File: src/rtl/crate_regfile_pkg.sv
package crate_regfile_pkg;
  localparam int FUNC_W = 5;
  localparam logic [FUNC_W-1:0] FN_RD_STAT = 5'd0;
  localparam logic [FUNC_W-1:0] FN_RD_OFS  = 5'd1;
  localparam logic [FUNC_W-1:0] FN_WR_STAT = 5'd16;
  localparam logic [FUNC_W-1:0] FN_WR_OFS  = 5'd17;

  typedef enum logic [2:0] {
    OP_NONE,
    OP_WR_OFS,
    OP_RD_OFS,
    OP_WR_STAT,
    OP_RD_STAT
  } op_e;
endpackage

File: src/rtl/crate_cmd_decode.sv
module crate_cmd_decode
  import crate_regfile_pkg::*;
#(
  parameter int CHAN_W = 4
) (
  input  logic              strobe,
  input  logic              ready,
  input  logic              init,
  input  logic [FUNC_W-1:0] func,
  input  logic [CHAN_W-1:0] sub,
  output op_e               op
);
  always_comb begin
    op = OP_NONE;
    if (strobe && ready && !init) begin
      case (func)
        FN_WR_OFS:  op = OP_WR_OFS;
        FN_RD_OFS:  op = OP_RD_OFS;
        FN_WR_STAT: if (sub == '0) op = OP_WR_STAT;
        FN_RD_STAT: if (sub == '0) op = OP_RD_STAT;
        default:    op = OP_NONE;
      endcase
    end
  end
endmodule

File: src/rtl/crate_offset_mem.sv
module crate_offset_mem #(
  parameter int DEPTH = 16,
  parameter int DW    = 8,
  localparam int AW   = $clog2(DEPTH)
) (
  input  logic          clk,
  input  logic          we,
  input  logic [AW-1:0] waddr,
  input  logic [DW-1:0] wdata,
  input  logic [AW-1:0] bus_raddr,
  output logic [DW-1:0] bus_rdata,
  input  logic [AW-1:0] fp_raddr,
  output logic [DW-1:0] fp_rdata
);
  // No reset on purpose: contents survive every clear.
  logic [DW-1:0] mem [DEPTH];

  always_ff @(posedge clk) begin
    if (we) mem[waddr] <= wdata;
    bus_rdata <= mem[bus_raddr];
  end

  assign fp_rdata = mem[fp_raddr];
endmodule

File: src/rtl/crate_status_reg.sv
module crate_status_reg #(
  parameter int W    = 15,
  parameter int ID_W = 8
) (
  input  logic         clk,
  input  logic         rst,
  input  logic         init,
  input  logic         we,
  input  logic [W-1:0] wdata,
  output logic [W-1:0] stat
);
  always_ff @(posedge clk) begin
    if (rst) begin
      stat <= '0;
    end else if (init) begin
      stat[W-1:ID_W] <= '0;
    end else if (we) begin
      stat <= wdata;
    end
  end
endmodule

File: src/rtl/crate_offset_sub.sv
module crate_offset_sub #(
  parameter int RAW_W = 12,
  parameter int DW    = 8
) (
  input  logic             clk,
  input  logic             rst,
  input  logic             en,
  input  logic [RAW_W-1:0] raw,
  input  logic [DW-1:0]    ofs,
  output logic [RAW_W-1:0] res
);
  logic [RAW_W-1:0] ofs_ext;
  assign ofs_ext = {{(RAW_W-DW){1'b0}}, ofs};

  always_ff @(posedge clk) begin
    if (rst)                 res <= '0;
    else if (!en)            res <= raw;
    else if (raw < ofs_ext)  res <= '0;
    else                     res <= raw - ofs_ext;
  end
endmodule

File: src/rtl/crate_regfile.sv
module crate_regfile
  import crate_regfile_pkg::*;
#(
  parameter int CHANNELS = 16,
  parameter int OFS_W    = 8,
  parameter int STAT_W   = 15,
  parameter int ID_W     = 8,
  parameter int RAW_W    = 12,
  localparam int CHAN_W  = $clog2(CHANNELS)
) (
  input  logic              clk,
  input  logic              rst,
  input  logic              bus_init,
  input  logic              cmd_strobe,
  input  logic [FUNC_W-1:0] cmd_func,
  input  logic [CHAN_W-1:0] cmd_sub,
  input  logic [STAT_W-1:0] cmd_wdata,
  input  logic              ready,
  output logic              q_ack,
  output logic [STAT_W-1:0] cmd_rdata,
  input  logic [CHAN_W-1:0] fp_chan,
  input  logic [RAW_W-1:0]  fp_raw,
  output logic [RAW_W-1:0]  fp_out
);
  localparam int SUB_EN_BIT = ID_W;

  op_e               op, op_q;
  logic [OFS_W-1:0]  ofs_bus, ofs_fp;
  logic [STAT_W-1:0] status_q;

  crate_cmd_decode #(.CHAN_W(CHAN_W)) u_dec (
    .strobe(cmd_strobe), .ready(ready), .init(bus_init),
    .func(cmd_func), .sub(cmd_sub), .op(op)
  );

  crate_offset_mem #(.DEPTH(CHANNELS), .DW(OFS_W)) u_mem (
    .clk(clk), .we(op == OP_WR_OFS), .waddr(cmd_sub),
    .wdata(cmd_wdata[OFS_W-1:0]),
    .bus_raddr(cmd_sub), .bus_rdata(ofs_bus),
    .fp_raddr(fp_chan), .fp_rdata(ofs_fp)
  );

  crate_status_reg #(.W(STAT_W), .ID_W(ID_W)) u_stat (
    .clk(clk), .rst(rst), .init(bus_init),
    .we(op == OP_WR_STAT), .wdata(cmd_wdata), .stat(status_q)
  );

  crate_offset_sub #(.RAW_W(RAW_W), .DW(OFS_W)) u_sub (
    .clk(clk), .rst(rst), .en(status_q[SUB_EN_BIT]),
    .raw(fp_raw), .ofs(ofs_fp), .res(fp_out)
  );

  // Registered acknowledge and read-word snapshot.
  logic [STAT_W-1:0] stat_snap;
  always_ff @(posedge clk) begin
    if (rst) begin
      q_ack     <= 1'b0;
      op_q      <= OP_NONE;
      stat_snap <= '0;
    end else begin
      q_ack     <= (op != OP_NONE);
      op_q      <= op;
      stat_snap <= status_q;
    end
  end

  always_comb begin
    case (op_q)
      OP_RD_OFS:  cmd_rdata = {{(STAT_W-OFS_W){1'b0}}, ofs_bus};
      OP_RD_STAT: cmd_rdata = stat_snap;
      default:    cmd_rdata = '0;
    endcase
  end
endmodule

File: config.mk
export PLATFORM = sky130hd
export DESIGN_NAME = crate_regfile
export DESIGN_NICKNAME = d
export VERILOG_FILES = /design/src/rtl/crate_regfile_pkg.sv /design/src/rtl/crate_cmd_decode.sv /design/src/rtl/crate_offset_mem.sv /design/src/rtl/crate_status_reg.sv /design/src/rtl/crate_offset_sub.sv /design/src/rtl/crate_regfile.sv
export SDC_FILE = /design/constraint.sdc
export NUM_CORES = 1
export LEC_CHECK = 0
export BUFFER_PORTS_ARGS = -buffer_cell sky130_fd_sc_hd__buf_2
export CAP_MARGIN = 20
export CORE_UTILIZATION = 54
export CTS_CLUSTER_DIAMETER = 80
export CTS_CLUSTER_SIZE = 16
export DETAILED_ROUTE_END_ITERATION = 12
export PLACE_DENSITY_LB_ADDON = 0.1
export SLEW_MARGIN = 5
export SYNTH_ARGS = -nofsm -noshare
export SYNTH_HDL_FRONTEND = slang
export SYNTH_SLANG_ARGS = --single-unit
File: constraint.sdc
create_clock -name clk -period 3.2 [get_ports clk]
set_input_delay 0.32 -clock clk [delete_from_list [all_inputs] [get_ports clk]]
set_output_delay 0.32 -clock clk [all_outputs]
set_load 0.02 [all_outputs]
==> metrics.txt <==
outcome=finished, violations left; failing checks=design-rule violations; critical-path maximum fanout=5; f_max=326 MHz; CP startpoint=u_mem.mem[5][2]; Ant. Diodes=0; Tot Pwr=5.23 mW; Synth Area per Inst=16.7 um^2; Critical Path AT=3380 ps; routed via count=5085; number of global-route vias before repair=about 5100; first-pass GRT wire length=slightly below 30000 um; Chip Height=between 100 and 150 um; post-CTS sizing=0; Final setup viols=0; clock root cell=clkbuf_16; # port buffers=72; Initial Util=56.1%; most common cell after layout, fill and taps aside=edfxtp_1; ys async rst share=0%; Worst Hold End=op_q[2]; area leader, netlist=edfxtp_1; Cell variety after synth=47; final worst-path setup slack=129 ps; routed wire length=19200 um; Fin Clk Skew=10.9 ps; DIE AREA=about 16000 um^2; total gr overflow=0; Psw=1.14 mW; worst hold margin=99.9 ps; Remaining DRCs=10; clk sink count=182; depth of the worst register-to-register path=9; crit-path max cell delay=560 ps; worst r2r src=u_mem.mem[5][2]; setup slack, reg-to-reg=130 ps; worst hold path depth=2; Die X=about 130 um; routability cong.=just under 0.9; CP max-delay cell=mux4_1; Clk pwr share=between 40% and 50%; main flop type after synthesis=edfxtp_1; Max Buffers Root-to-Sink=2; Synth top area share=46.6%; Fill cells=1007; Num CTS Buffers=17; post-CTS setup buffer count=0; Slew @ Worst Pin=just over 900 ps; CP endpoint kind=flop; half-perimeter wire length after placement=13600 um; CP Launch Type=flop; commonest non-fill, non-tap cells in the layout=edfxtp_1 (128), buf_2 (72), mux4_2 (62); Core ar.=14700 um^2; hold crit path type=in -> reg; FP Rows=44; Worst Hold Launch=cmd_func[4]; Post-Synthesis Cells=494; switching share of power=a little over a fifth; Reg power frac=48.6%; pwr/cell area=536 nW/um^2; initial antenna violation count=0; fin nets=around 670; Max Cap Viol=0; num ports=73; final instance area=9760 um^2; post-place setup slack=-177 ps; internal power=a little over 4 mW; top post-synthesis cells by area=edfxtp_1 (47%), mux4_2 (17%), dfxtp_1 (13%); Synth Warn #=0; Layout area overhead=18.4%; critical path type=reg -> reg; largest net degree at the start of global routing=37; Iter 0 DRT Violations=about 360; layout cells sized above 1=36.4%; critical path cell sequence=mux4_1, mux4_2, inv_1, ha_1, a211oi_1, nor3_1, or3_1, nand2_1, o21ai_0; wire per inst=23.7 um; Post-Syn Area=8250 um^2; placed cell area=~9100 um^2; hold buffer count at CTS=0; Synth Register Bits=182; GRT Resource Usage Total=25.9%; reg-to-reg endpoint=u_sub.res[4]; final period utilization=96.0%; max-slew violation total from the final report=0; CTS tree=built; Worst-path clk slew=70 ps; CTS H-tree depth=4; clock latency on the worst-skew pair=430 ps; Post-synth EDFFs=roughly 130; RSZ-0062 raised after global routing=no; Detailed Routing Iterations Pass 1=9; Via density=roughly 6.3; Max VDD drop=around 0.37 mV; Final Critical Period=3070 ps; Slew HR=a little under two fifths; cell leakage power=3.64 nW; setup_tns=0 ps; combinational share of power=9.2%; register area share after synthesis=59.7%; Mapped Nets=between 500 and 600; Final Hold Viols=0; CP Buf/Inv Count=1; Routed Antenna Nets=0; Largest delay share family, worst path=multiplexers; Required @ worst endpoint=3510 ps
power groups by stage:
stage / combinational (mW) / sequential, mW / clock [mW]
CTS: 0.485 / 2.54 / 2.24
global placement: 0.476 / 2.59 / 0
detailed placement: 0.483 / 2.59 / 0
finish: 0.481 / 2.54 / 2.21
global route: 0.518 / 2.54 / 2.34
floorplan: 0.273 / 2.60 / 0
worst max path at each step:
stage / to / slack [ps] / depth (start not counted)
floorplan: u_sub.res[4] / 160 / 11
global placement: u_sub.res[9] / -120 / 12
detailed placement: u_sub.res[11] / -180 / 12
CTS: u_sub.res[4] / 140 / 9
global route: u_sub.res[4] / 20 / 9
finish: u_sub.res[4] / 130 / 9
routing by layer:
metal,vias up,GRT usage [%],wire length [um]
met5,-,0,0
met4,0,9.61,494
met3,38,5.18,1460
met2,280,42.6,9560
met1,2541,34.3,7710
li1,2226,-,-
final cells by class:
type                            count  area (um^2)  area share (%)
Timing Repair Buffer              130          858            8.79
Tap cell                          184          230            2.36
Clock buffer                       19          433            4.44
Inverter                           12         45.0           0.461
Multi-Input combinational cell    270         3070            31.5
Sequential cell                   182         4920            50.5
Clock inverter                     13          195            2.00
Yosys cell counts (7+ instances only):
cell and count:
o22a_1 8, nand2_1 14, dfxtp_1 54, and2_1 7, inv_1 12, clkbuf_1 9, a22oi_1 8, a21oi_1 11
nor2_1 38, nor3_1 10, mux4_1 17, o21ai_0 7, mux2i_1 8, nor2b_1 21, ha_1 8, edfxtp_1 128
mux4_2 62
stage by stage:
step	std cells	utilization [%]
floorplan	494	-
global placement	778	62.1
detailed placement	778	62.1
CTS	810	66.4
global route	810	66.4
finish	810	66.4
cell families after synthesis:
family / synth area share [%]
DFF: 59.7
xor gates and xnor gates: 0.531
AOI/OAI and AO/OA: 4.13
buffers and inverters: 3.00
and+or+nand+nor: 7.27
muxes: 23.9
adders and majority gates: 1.46
sequential cells by signal (all words and copies together) (netlist names):
name and count:
u_mem.mem 128, stat_snap 15, u_stat.stat 15, u_sub.res 12, u_mem.bus_rdata 8, op_q 3, q_ack 1
No activity file was read; power rests on OpenSTA's default activity.
